File: src/rtl/dacif_pkg.sv
`timescale 1ns/1ps
package dacif_pkg;
  localparam int CODE_W = 16;
  localparam int BYTE_W = 8;
  localparam int LANES  = CODE_W / BYTE_W;

  typedef enum logic {
    SHIFT_MSB_FIRST = 1'b0,
    SHIFT_LSB_FIRST = 1'b1
  } shift_order_e;

  function automatic logic [CODE_W-1:0] zero_code(input logic bipolar);
    logic [CODE_W-1:0] z;
    z = '0;
    z[CODE_W-1] = bipolar;
    return z;
  endfunction
endpackage

File: src/rtl/dacif_sync.sv
`timescale 1ns/1ps
module dacif_sync #(
  parameter int N      = 5,
  parameter int STAGES = 2
) (
  input  logic         clk,
  input  logic         rst_n,
  input  logic [N-1:0] async_in,
  output logic [N-1:0] sync_out
);
  logic [N-1:0] pipe [STAGES];

  for (genvar s = 0; s < STAGES; s++) begin : g_stage
    if (s == 0) begin : g_first
      always_ff @(posedge clk or negedge rst_n) begin
        if (!rst_n) pipe[s] <= '0;
        else        pipe[s] <= async_in;
      end
    end else begin : g_next
      always_ff @(posedge clk or negedge rst_n) begin
        if (!rst_n) pipe[s] <= '0;
        else        pipe[s] <= pipe[s-1];
      end
    end
  end

  assign sync_out = pipe[STAGES-1];
endmodule

File: src/rtl/dacif_input_rank.sv
`timescale 1ns/1ps
module dacif_input_rank
  import dacif_pkg::*;
#(
  parameter int W  = CODE_W,
  parameter int BW = BYTE_W
) (
  input  logic          clk,
  input  logic          rst_n,
  input  logic          serial_mode,
  input  shift_order_e  order,
  input  logic          sin,
  input  logic          cs_rise,
  input  logic [BW-1:0] byte_bus,
  input  logic          hi_wr,
  input  logic          lo_wr,
  output logic [W-1:0]  word,
  output logic          sout
);
  localparam int NLANE = W / BW;
  localparam int HI_FROM = NLANE / 2;

  logic [W-1:0] word_nxt;

  always_comb begin
    word_nxt = word;
    if (serial_mode) begin
      if (cs_rise) begin
        if (order == SHIFT_LSB_FIRST) word_nxt = {sin, word[W-1:1]};
        else                          word_nxt = {word[W-2:0], sin};
      end
    end else begin
      for (int l = 0; l < NLANE; l++) begin
        if ((l >= HI_FROM) ? hi_wr : lo_wr)
          word_nxt[l*BW +: BW] = byte_bus;
      end
    end
  end

  always_ff @(posedge clk or negedge rst_n) begin
    if (!rst_n) word <= '0;
    else        word <= word_nxt;
  end

  assign sout = (order == SHIFT_LSB_FIRST) ? word[0] : word[W-1];


  shift_hold_chk: assert property (@(posedge clk) disable iff (!rst_n)
    (serial_mode && !cs_rise) |=> $stable(word));


  msb_capture_chk: assert property (@(posedge clk) disable iff (!rst_n)
    (serial_mode && cs_rise && order == SHIFT_MSB_FIRST) |=> (word[0] == $past(sin)));


  byte_hold_chk: assert property (@(posedge clk) disable iff (!rst_n)
    (!serial_mode && !hi_wr && !lo_wr) |=> $stable(word));
endmodule

File: src/rtl/dacif_dac_rank.sv
`timescale 1ns/1ps
module dacif_dac_rank
  import dacif_pkg::*;
#(
  parameter int W = CODE_W
) (
  input  logic         clk,
  input  logic         rst_n,
  input  logic         clr_hold,
  input  logic         bipolar,
  input  logic         load,
  input  logic [W-1:0] in_word,
  output logic [W-1:0] code_q
);
  always_ff @(posedge clk or negedge rst_n) begin
    if (!rst_n)        code_q <= '0;
    else if (clr_hold) code_q <= zero_code(bipolar);
    else if (load)     code_q <= in_word;
  end


  clear_zero_chk: assert property (@(posedge clk) disable iff (!rst_n)
    clr_hold |=> (code_q == '0 || code_q == {1'b1, {(W-1){1'b0}}}));


  load_hold_chk: assert property (@(posedge clk) disable iff (!rst_n)
    (!clr_hold && !load) |=> $stable(code_q));
endmodule

File: src/rtl/dacif_top.sv
`timescale 1ns/1ps
module dacif_top
  import dacif_pkg::*;
(
  input  logic              clk,
  input  logic              rst_n,
  input  logic              byte_sel,
  input  logic [BYTE_W-1:0] data_in,
  input  logic              cs_strobe,
  input  logic              load_dac,
  input  logic              hi_wr,
  input  logic              lo_wr,
  input  logic              clear,
  output logic [CODE_W-1:0] dac_code,
  output logic              ser_out
);
  localparam int NSYNC = 5;

  logic [NSYNC-1:0] raw_ctl, syn_ctl;
  logic cs_s, ld_s, hi_s, lo_s, clr_s, cs_d, cs_rise;
  logic [CODE_W-1:0] hold_word, code_q;
  shift_order_e order;

  assign raw_ctl = {clear, lo_wr, hi_wr, load_dac, cs_strobe};
  assign {clr_s, lo_s, hi_s, ld_s, cs_s} = syn_ctl;

  dacif_sync #(.N(NSYNC), .STAGES(2)) u_sync (
    .clk(clk), .rst_n(rst_n), .async_in(raw_ctl), .sync_out(syn_ctl)
  );

  always_ff @(posedge clk or negedge rst_n) begin
    if (!rst_n) cs_d <= 1'b0;
    else        cs_d <= cs_s;
  end
  assign cs_rise = cs_s & ~cs_d;

  assign order = data_in[1] ? SHIFT_LSB_FIRST : SHIFT_MSB_FIRST;

  dacif_input_rank #(.W(CODE_W), .BW(BYTE_W)) u_in (
    .clk(clk), .rst_n(rst_n), .serial_mode(~byte_sel), .order(order),
    .sin(data_in[0]), .cs_rise(cs_rise), .byte_bus(data_in),
    .hi_wr(hi_s), .lo_wr(lo_s), .word(hold_word), .sout(ser_out)
  );

  dacif_dac_rank #(.W(CODE_W)) u_dac (
    .clk(clk), .rst_n(rst_n), .clr_hold(clr_s), .bipolar(lo_s),
    .load(ld_s), .in_word(hold_word), .code_q(code_q)
  );

  assign dac_code = clear ? zero_code(lo_wr) : code_q;
endmodule

File: config.mk
export PLATFORM = sky130hd
export DESIGN_NAME = dacif_top
export DESIGN_NICKNAME = d
export VERILOG_FILES = /design/src/rtl/dacif_pkg.sv /design/src/rtl/dacif_sync.sv /design/src/rtl/dacif_input_rank.sv /design/src/rtl/dacif_dac_rank.sv /design/src/rtl/dacif_top.sv
export SDC_FILE = /design/constraint.sdc
export NUM_CORES = 1
export LEC_CHECK = 0
export BUFFER_PORTS_ARGS = -buffer_cell sky130_fd_sc_hd__clkbuf_2
export CORE_ASPECT_RATIO = 1.25
export CORE_UTILIZATION = 48
export DETAILED_ROUTE_END_ITERATION = 12
export PLACE_DENSITY = 0.8
export SLEW_MARGIN = 10
export SYNTH_ARGS = -nofsm -noshare
export SYNTH_HDL_FRONTEND = slang
export SYNTH_SLANG_ARGS = --single-unit
File: constraint.sdc
create_clock -name clk -period 3.16 [get_ports clk]
set_input_delay 0.474 -clock clk [delete_from_list [all_inputs] [get_ports clk]]
set_output_delay 0.474 -clock clk [all_outputs]
set_load 0.02 [all_outputs]
==> impl_metrics.csv, run 1 <==
group,metric,value,unit
yosys,netlist_instances,160,
floorplanning,core,3820,sq um
sta,fin_crit,1.92,ns
routing,dr.pass1.iters,4,
sta,worstMarginPinSlew,1.04,ns
sta,finalCritPeriodShare,60.9,%
routing,drt_iter0_drc,35,
worst_setup_path,r2r_cells,3,
global_route,antenna_found_initial,0,
power,ir_drop,0.320,mV
placed_design,routabilityCongestion,0.843,
routing,wirelength,3790,um
sta,setup_viol,0,
cells_and_area,nNetsFinal,203,
routing,vias_per_cell,5.30,
power,finalPower,1.24,mW
cells_and_area,fillCellCount,351,
yosys,syn_area,1920,sq um
clock_network,ctsResizeCount,0,
routing,postRouteAntennaNets,0,
sta,slew_headroom,30.6,%
sta,fin_setup_tns,0,ns
clock_network,hold_buffers,0,
power,leakage,1.09,nW
routing,vias,1283,
global_route,grt_max_degree,44,
floorplanning,die_w,58.6,um
yosys,seq_area_frac_synth,56.1,%
global_route,first_global_vias,1324,
cells_and_area,n_antenna_cell,0,
worst_setup_path,worst_setup_path_start_kind,"input port",
power,power_density,566,nW/um^2
worst_setup_path,cp-endpoint,"ser_out",
sta,rsz0062_at_grt,"no",
clock_network,htreeDepth,2,
worst_setup_path,required,2.69,ns
placed_design,placed_cells,234,
clock_network,root_buffer,"clkbuf_8",
worst_setup_path,crit_start,"data_in[1]",
min_path,hold_path_class,"input port to register",
worst_setup_path,cp-end-kind,"output pin",
yosys,syn-num-nets,176,
clock_network,clkLatencyLatePin,0.28,ns
placed_design,dpl.hpwl,2630,um
global_route,grt_usage,20.2,%
clock_network,postCtsSetupBuffers,0,
routing,route.detailed.drc,0,
sta,hold_violations,0,
floorplanning,start_util,50.3,%
worst_setup_path,cp_max_fo,19,
worst_setup_path,timing.rr.end,"u_in.word[0]",
yosys,ys_ff_latch,43,
worst_setup_path,timing.rr.start,"u_sync.sync_out[0]",
yosys,avgSynthCellArea,12.0,sq um
cells_and_area,drive_gt1_share,25.0,%
cells_and_area,area_growth,14.0,%
global_route,grt_pass1_wl,6400,um
yosys,ys.warnings.count,0,
worst_setup_path,arrival,1.45,ns
clock_network,clockBufferDepth,2,
outcome,outcome,"finished, final reports clean",
floorplanning,num_rows,25,
flow_run,cap_violations,0,
floorplanning,die_h,72.7,um
worst_setup_path,reg2reg_slack,1.38,ns
clock_network,numCtsBuffers,5,
min_path,hold_depth,1,
clock_network,clk_pin_slew_worst_paths,0.07,ns
routing,wl_per_cell,15.6,um
clock_network,cts.sinks,43,
global_route,grt_overflow,0,
cells_and_area,fin_cells,242,
floorplanning,die_area,4260,sq um
yosys,synth.distinct_cells,19,
sta,finClkSkew,0.00314,ns
placed_design,io_buffers,32,
sta,fmax,520,MHz
clock_network,tritoncts,"yes",
floorplanning,ios,33,
sta,final_max_slew_viol_count,0,
worst_setup_path,critical_path_class,"input port to output pin",
## final cells by class
| cell class | instances | area (sq um) | share of cell area, % |
|---|---|---|---|
| multi-input cells | 105 | 785 | 35.8 |
| clock buffers | 8 | 100 | 4.57 |
| well taps | 54 | 67.6 | 3.09 |
| repair buffers | 32 | 160 | 7.32 |
| flip-flops and latches | 43 | 1080 | 49.2 |
## critical path, stage by stage
cell,delay (ns)
clkbuf_2,0.42
mux2_2,0.39
clkbuf_2,0.16
## logic make-up after synthesis
group / count (synthesis) / share of synthesized area [%]
simple gates: 51 / 13.4
compound gates: 19 / 8.67
mux: 35 / 18.8
flops: 43 / 56.1
buf+inv: 12 / 3.06
## sequential cells by signal (all words and copies together), names as in the netlist
signal           count
cs_d                 1
u_dac.code_q        16
u_in.word           16
u_sync.pipe          5
u_sync.sync_out      5
## stage by stage
stage / cell area [sq um] / hold slack (ns) / util (%) / setup WS, ns
floorplan: 1920 / 0.178 / - / 1.34
global placement: 2090 / 0.332 / 54.7 / 1.22
CTS: 2190 / 0.280 / 57.3 / 1.25
detailed placement: 2090 / 0.335 / 54.7 / 1.13
global route: 2190 / 0.272 / 57.3 / 1.20
finish: 2190 / 0.292 / 57.3 / 1.24
## cell usage in the layout, fill, tap and decap left out, drive strengths merged
master,instances
dfrtp,43
clkbuf,40
mux2i,29
nor2,28
nor2b,17
a221o,13
mux2,6
o21ai,5
and2,2
nand2b,2
or3b,1
a21boi,1
nand2,1
## power breakdown
part	switching [mW]	internal, mW	leakage (nW)
logic	0.0944	0.0966	0.496
clock network	0.171	0.199	0.0515
registers	0.0658	0.611	0.539
## cell usage after synthesis
library cell / instances / share of area (%)
mux2i_1: 29 / 15
or3b_1: 1 / 0.46
clkbuf_2: 1 / 0.26
buf_6: 1 / 0.59
nor2b_1: 16 / 5.2
nand2_1: 1 / 0.20
clkbuf_1: 4 / 0.78
a21boi_2: 1 / 0.59
mux2_4: 1 / 0.78
and2_1: 2 / 0.65
buf_2: 4 / 1.0
nand2b_1: 2 / 0.65
nor2_1: 28 / 5.5
a221o_1: 13 / 6.8
buf_1: 2 / 0.39
nor2b_4: 1 / 0.72
mux2_2: 5 / 2.9
o21ai_0: 5 / 1.3
dfrtp_1: 43 / 56
## metal layers
metal	track usage [%]	share of wire, %
met5	0	0
met4	7.14	0.48
met3	5.32	3.9
met2	31.5	49
met1	27.4	47
## worst min-delay path by stage
stage | from | endpoint | slack, ns
6_report | hi_wr | u_sync.pipe[7] | 0.29
4_1_cts | hi_wr | u_sync.pipe[7] | 0.28
3_3_place_gp | u_sync.pipe[7] | u_sync.sync_out[2] | 0.33
2_1_floorplan | rst_n | cs_d | 0.18
3_5_place_dp | u_sync.pipe[7] | u_sync.sync_out[2] | 0.33
5_1_grt | hi_wr | u_sync.pipe[7] | 0.27
No activity file was read; power rests on OpenSTA's default activity.
==> run 2: changes to the inputs <==
--- a/config.mk
+++ b/config.mk
@@ -5,11 +5,12 @@
 export SDC_FILE = /design/constraint.sdc
 export NUM_CORES = 1
 export LEC_CHECK = 0
+export ABC_AREA = 1
 export BUFFER_PORTS_ARGS = -buffer_cell sky130_fd_sc_hd__clkbuf_2
 export CORE_ASPECT_RATIO = 1.25
 export CORE_UTILIZATION = 48
 export DETAILED_ROUTE_END_ITERATION = 12
-export PLACE_DENSITY = 0.8
+export PLACE_DENSITY = 0.82
 export SLEW_MARGIN = 10
 export SYNTH_ARGS = -nofsm -noshare
 export SYNTH_HDL_FRONTEND = slang
==> constraint.sdc (replaced) <==
create_clock -name clk -period 1.6 [get_ports clk]
set_input_delay 0.24 -clock clk [delete_from_list [all_inputs] [get_ports clk]]
set_output_delay 0.24 -clock clk [all_outputs]
set_load 0.02 [all_outputs]
==> run 2 against run 1 <==
Critical path depth unchanged. Clock skew rose by 0.0078 ns. Clock power up 140%. Sequential cell count unchanged. Routed wire length rose by 13%. Sequential power up 86%. Worst setup slack got worse by 1.0 ns. Design area is 8.4% higher. Sequential share of layout area down 3.8 points. Non-clock buffer count increased by 3. Register-to-register slack got worse by 1.1 ns. Via count increased by 29%.
==> impl_metrics.csv, run 2 <==
group,metric,value,unit
outcome,outcome,"finished, final reports clean",
placed_design,routabilityCongestion,0.915,
yosys,synth.distinct_cells,20,
yosys,synth_edf_count,0,
cells_and_area,final_cell_mix,"99 x nand2_1, 43 x dfrtp_1, 34 x inv_1, 32 x clkbuf_2, 16 x nand3_1",
sta,finalCritPeriodShare,88.1,%
sta,rsz0062_at_grt,"no",
yosys,ys_ff_latch,43,
global_route,top_usage_layer,"met2",
worst_setup_path,required,1.36,ns
clock_network,htreeDepth,2,
sta,worstMarginPinSlew,0.760,ns
yosys,seq_area_frac_synth,51.9,%
routing,postRouteAntennaNets,0,
sta,fmax,709,MHz
sta,finClkSkew,0.0110,ns
yosys,ys_top_cells_by_count,"99 x nand2_1, 43 x dfrtp_1, 34 x inv_1",
sta,final_max_slew_viol_count,0,
yosys,syn_area,2070,sq um
cells_and_area,reg_top3,"u_dac.code_q: 16 flops, u_in.word: 16 flops",
worst_setup_path,worst_setup_path_start_kind,"register",
worst_setup_path,cp_max_fo,3,
floorplanning,ios,33,
routing,dr.pass1.iters,4,
global_route,grt_overflow,0,
flow_run,cap_violations,0,
floorplanning,die_area,4590,sq um
power,finalPower,2.63,mW
routing,route.detailed.drc,0,
yosys,avgSynthCellArea,8.35,sq um
global_route,use_met1,27.1,%
routing,wirelength,4290,um
global_route,antenna_found_initial,0,
clock_network,cts.sinks,43,
routing,vias_per_cell,4.92,
yosys,synth_ff_type,"dfrtp_1",
floorplanning,num_rows,26,
clock_network,clk_pin_slew_worst_paths,0.09,ns
global_route,grt_pass1_wl,7020,um
sta,hold_violations,0,
cells_and_area,mostFrequentLayoutCell,"nand2_1",
min_path,hold_path_class,"input port to register",
min_path,hold_depth,1,
yosys,ys.warnings.count,0,
power,power_density,1110,nW/um^2
worst_setup_path,path_cells,"inv_1 -> o21ai_0 -> clkbuf_2",
cells_and_area,nNetsFinal,296,
clock_network,numCtsBuffers,5,
worst_setup_path,r2r_cells,2,
clock_network,tritoncts,"yes",
worst_setup_path,slowest_stage,"dfrtp_1",
global_route,grt_max_degree,25,
clock_network,clkLatencyLatePin,0.31,ns
routing,wl_per_cell,12.7,um
routing,vias,1657,
clock_network,clockBufferDepth,2,
global_route,use_met2,34.6,%
yosys,yosysTopAreaCell,"dfrtp_1",
yosys,syn-num-nets,264,
global_route,use_met3,5.09,%
yosys,yosysTopAreaCellShare,51.9,%
yosys,yosysMostFrequentCell,"nand2_1",
floorplanning,core,4100,sq um
placed_design,place_area,2250,sq um
yosys,netlist_instances,248,
global_route,grt_usage,21.3,%
sta,fin_setup_tns,0,ns
yosys,synthArstFlopShare,100,%
global_route,first_global_vias,1526,
power,ir_drop,0.763,mV
cells_and_area,n_antenna_cell,0,
routing,drt_iter0_drc,61,
sta,slew_headroom,49.3,%
floorplanning,die_h,75.5,um
floorplanning,start_util,50.5,%
sta,setup_viol,0,
placed_design,dpl.hpwl,3070,um
power,leakage,1.29,nW
worst_setup_path,arrival,1.17,ns
worst_setup_path,cp-end-kind,"output pin",
worst_setup_path,critical_path_class,"register to output pin",
yosys,synth_area_leaders,"dfrtp_1 52%, nand2_1 18%, inv_1 6.2%",
floorplanning,die_w,60.8,um
cells_and_area,fin_area,2370,sq um
cells_and_area,area_growth,14.5,%
worst_setup_path,slowest_delay,0.38,ns
placed_design,io_buffers,32,
cells_and_area,drive_gt1_share,21.4,%
sta,fin_crit,1.41,ns
clock_network,root_buffer,"clkbuf_8",
run 2: cell families after synthesis:
kind of cell    count (synthesis)  share of synthesized area (%)
simple gates                  135                           27.4
buf+inv                        48                           11.3
flops                          43                           51.9
compound gates                 22                           9.36
run 2: metal layers:
metal / vias to the layer above / share of wire [%]
met5: - / 0
met2: 48 / 50
met1: 776 / 43
li1: 824 / -
met3: 9 / 5.1
met4: 0 / 1.9
run 2: area by class of cell:
cell class / instances / area (sq um)
Clock inverter: 3 / 47.5
Fill cell: 388 / 1730
Sequential cell: 43 / 1080
Inverter: 38 / 150
Clock buffer: 5 / 68.8
Multi-Input combinational cell: 157 / 762
Tap cell: 56 / 70.1
Timing Repair Buffer: 35 / 198
run 2: final timing paths:
kind	endpoint	start	slack (ns)
worst max-delay path	ser_out	u_in.word[15]	0.19
worst min-delay path	u_sync.pipe[5]	cs_strobe	0.04
worst max register to register	u_dac.code_q[15]	u_sync.sync_out[4]	0.30
worst min register to register	u_sync.sync_out[2]	u_sync.pipe[7]	0.36
max in group asynchronous	u_dac.code_q[5]	rst_n	0.66
min in group asynchronous	u_dac.code_q[15]	rst_n	0.43
run 2: per-stage QoR:
stage	utilization [%]	instances	setup WS (ns)	hold slack (ns)
floorplan	-	248	0.355	-0.0556
global placement	54.8	328	0.294	0.230
detailed placement	54.8	328	0.266	0.235
CTS	57.9	337	0.174	0.0266
global route	57.9	337	0.110	0.0223
finish	57.9	337	0.190	0.0352
run 2: worst max-delay path, delay by kind of cell, from the launching register on:
kind | cells | cell delay (ns)
compound gates | 1 | 0.20
buf+inv | 2 | 0.29
flops | 1 | 0.38
run 2: what timing repair did:
item	CTS	global route
endpoints found under the hold margin	19	0
gates resized for setup	0	0
hold buffers	1	0
setup buffers	0	0
run 2: power by group:
part | leakage, nW | internal [mW] | switching, mW
sequential | 0.543 | 1.20 | 0.0594
combinational | 0.687 | 0.163 | 0.326
clock | 0.0587 | 0.473 | 0.403
total | 1.29 | 1.84 | 0.788
==> run 3: changes to the inputs <==
--- a/config.mk
+++ b/config.mk
@@ -8,9 +8,9 @@
 export ABC_AREA = 1
 export BUFFER_PORTS_ARGS = -buffer_cell sky130_fd_sc_hd__clkbuf_2
 export CORE_ASPECT_RATIO = 1.25
-export CORE_UTILIZATION = 48
+export CORE_UTILIZATION = 50
 export DETAILED_ROUTE_END_ITERATION = 12
-export PLACE_DENSITY = 0.82
+export PLACE_DENSITY = 0.85
 export SLEW_MARGIN = 10
 export SYNTH_ARGS = -nofsm -noshare
 export SYNTH_HDL_FRONTEND = slang
==> run 3 against run 2 <==
Core utilization increased by 2.5 points. Worst setup slack gained 0.040 ns. Count of clock-buffer cells in the layout stayed put. Sequential power about the same. Non-clock buffer count increased by 1. Via count down 0.84%. Clock skew up 0.00068 ns. Register-to-register slack hardly changed. Cell count fell by 0.30%. Total power is 6.0% lower. First-iteration DRC count decreased by 13%. Critical endpoint unchanged. Highest routed layer unchanged.
==> impl_metrics.csv, run 3 (synthesis results as in run 2) <==
group,metric,value,unit
outcome,outcome,"finished, final reports clean",
floorplanning,num_rows,25,
flow_run,cap_violations,0,
global_route,grt_max_degree,44,
sta,finClkSkew,0.0116,ns
floorplanning,die_area,4410,sq um
worst_setup_path,critical_path_class,"register to output pin",
sta,hold_violations,0,
clock_network,cts.sinks,43,
clock_network,ctsResizeCount,0,
clock_network,root_buffer,"clkbuf_8",
clock_network,htreeDepth,2,
clock_network,clkLatencyLatePin,0.31,ns
routing,dr.pass1.iters,4,
floorplanning,ios,33,
clock_network,clockBufferDepth,2,
placed_design,io_buffers,32,
floorplanning,die_w,59.6,um
routing,postRouteAntennaNets,0,
cells_and_area,drive_gt1_share,21.6,%
routing,wl_per_cell,12.3,um
cells_and_area,nNetsFinal,297,
sta,final_max_slew_viol_count,0,
placed_design,dpl.hpwl,2940,um
cells_and_area,utilization,60.4,%
cells_and_area,mostFrequentLayoutCell,"nand2_1",
power,power_density,1050,nW/um^2
global_route,antenna_found_initial,0,
routing,drt_iter0_drc,53,
floorplanning,core,3880,sq um
power,finalPower,2.47,mW
worst_setup_path,required,1.36,ns
power,clkPwrFrac,29.5,%
floorplanning,start_util,53.4,%
cells_and_area,area_growth,13.1,%
sta,rsz0062_at_grt,"no",
worst_setup_path,worst_setup_path_start_kind,"register",
sta,fmax,730,MHz
power,p_sw_share,31.8,%
min_path,hold_path_class,"input port to register",
power,seqPwrFrac,50.9,%
routing,route.detailed.drc,0,
sta,setup_viol,0,
routing,vias,1643,
power,p_comb_share,19.5,%
power,p_int,1.68,mW
worst_setup_path,arrival,1.13,ns
sta,fin_setup_tns,0,ns
global_route,first_global_vias,1529,
power,power_switching,784,uW
global_route,grt_overflow,0,
cells_and_area,n_antenna_cell,0,
clock_network,clk_pin_slew_worst_paths,0.09,ns
global_route,grt_pass1_wl,7150,um
cells_and_area,final_cell_mix,"99 x nand2_1, 43 x dfrtp_1, 34 x inv_1, 32 x clkbuf_2, 16 x nand3_1",
global_route,grt_usage,22.4,%
sta,fin_crit,1.37,ns
worst_setup_path,cp-end-kind,"output pin",
sta,slew_headroom,48.5,%
routing,vias_per_cell,4.89,
power,leakage,1.28,nW
sta,worstMarginPinSlew,0.772,ns
power,ir_drop,0.659,mV
clock_network,numCtsBuffers,5,
floorplanning,die_h,74.0,um
clock_network,tritoncts,"yes",
placed_design,routabilityCongestion,0.861,
worst_setup_path,cp_max_fo,3,
sta,finalCritPeriodShare,85.6,%
routing,wirelength,4120,um
cells_and_area,reg_top3,"u_dac.code_q: 16 flops, u_in.word: 16 flops",
==> run 3: cell types whose count changed in the layout (fill, tap and decap cells not counted) <==
cell / previous run / this run
buf_4: 1 / 3
buf_12: 1 / 0
bufinv_16: 1 / 0
inv_6: 1 / 2
==> run 3: final timing paths <==
kind,to,slack (ns),cells past startpoint,start
worst min register to register,u_sync.sync_out[3],0.35,0,u_sync.pipe[8]
worst max register to register,u_dac.code_q[15],0.30,2,u_sync.sync_out[4]
min in group asynchronous,u_sync.pipe[7],0.52,3,rst_n
worst max-delay path,ser_out,0.23,3,u_in.word[15]
max in group asynchronous,u_in.word[2],0.70,3,rst_n
worst min-delay path,u_sync.pipe[5],0.03,1,cs_strobe
==> run 3: critical path, stage by stage (launching register included) <==
cell and delay, ns:
dfrtp_1 0.35, inv_1 0.07, o21ai_0 0.19, clkbuf_2 0.21
==> run 3: layer usage <==
| metal | GRT usage, % | vias to the layer above | wire, um |
|---|---|---|---|
| met2 | 35.7 | 60 | 1990 |
| met4 | 11.1 | 0 | 94 |
| met5 | 0 | - | 0 |
| met1 | 29.0 | 753 | 1780 |
| li1 | - | 822 | - |
| met3 | 5.04 | 8 | 259 |
==> run 3: cell type report <==
cell class | instances | area (sq um)
clock inverter | 3 | 26.3
clock buffer | 5 | 68.8
multi-input combinational | 157 | 762
timing repair buffer | 36 | 193
fill | 374 | 1540
inverter | 38 | 150
sequential | 43 | 1080
tap | 54 | 67.6
==> run 3: power by group through the flow <==
stage	clock network, mW	registers [mW]	logic [mW]
3_3_place_gp	0	1.27	0.471
4_1_cts	0.741	1.26	0.486
5_1_grt	0.782	1.27	0.551
6_report	0.729	1.26	0.482
2_1_floorplan	0	1.26	0.361
3_5_place_dp	0	1.28	0.480
==> run 3: repair_timing <==
action	4_1_cts	5_1_grt
endpoints found under the hold margin	2	0
hold buffers	1	0
buffers inserted	0	0
==> run 3: through the flow <==
step	cell area, sq um	cells	setup WS (ns)	hold WS [ns]
after floorplan	2070	248	0.355	-0.0556
after global placement	2240	327	0.363	0.331
after detailed placement	2240	327	0.321	0.335
after CTS	2340	336	0.230	0.0254
after global routing	2340	336	0.152	0.0147
final	2340	336	0.230	0.0284
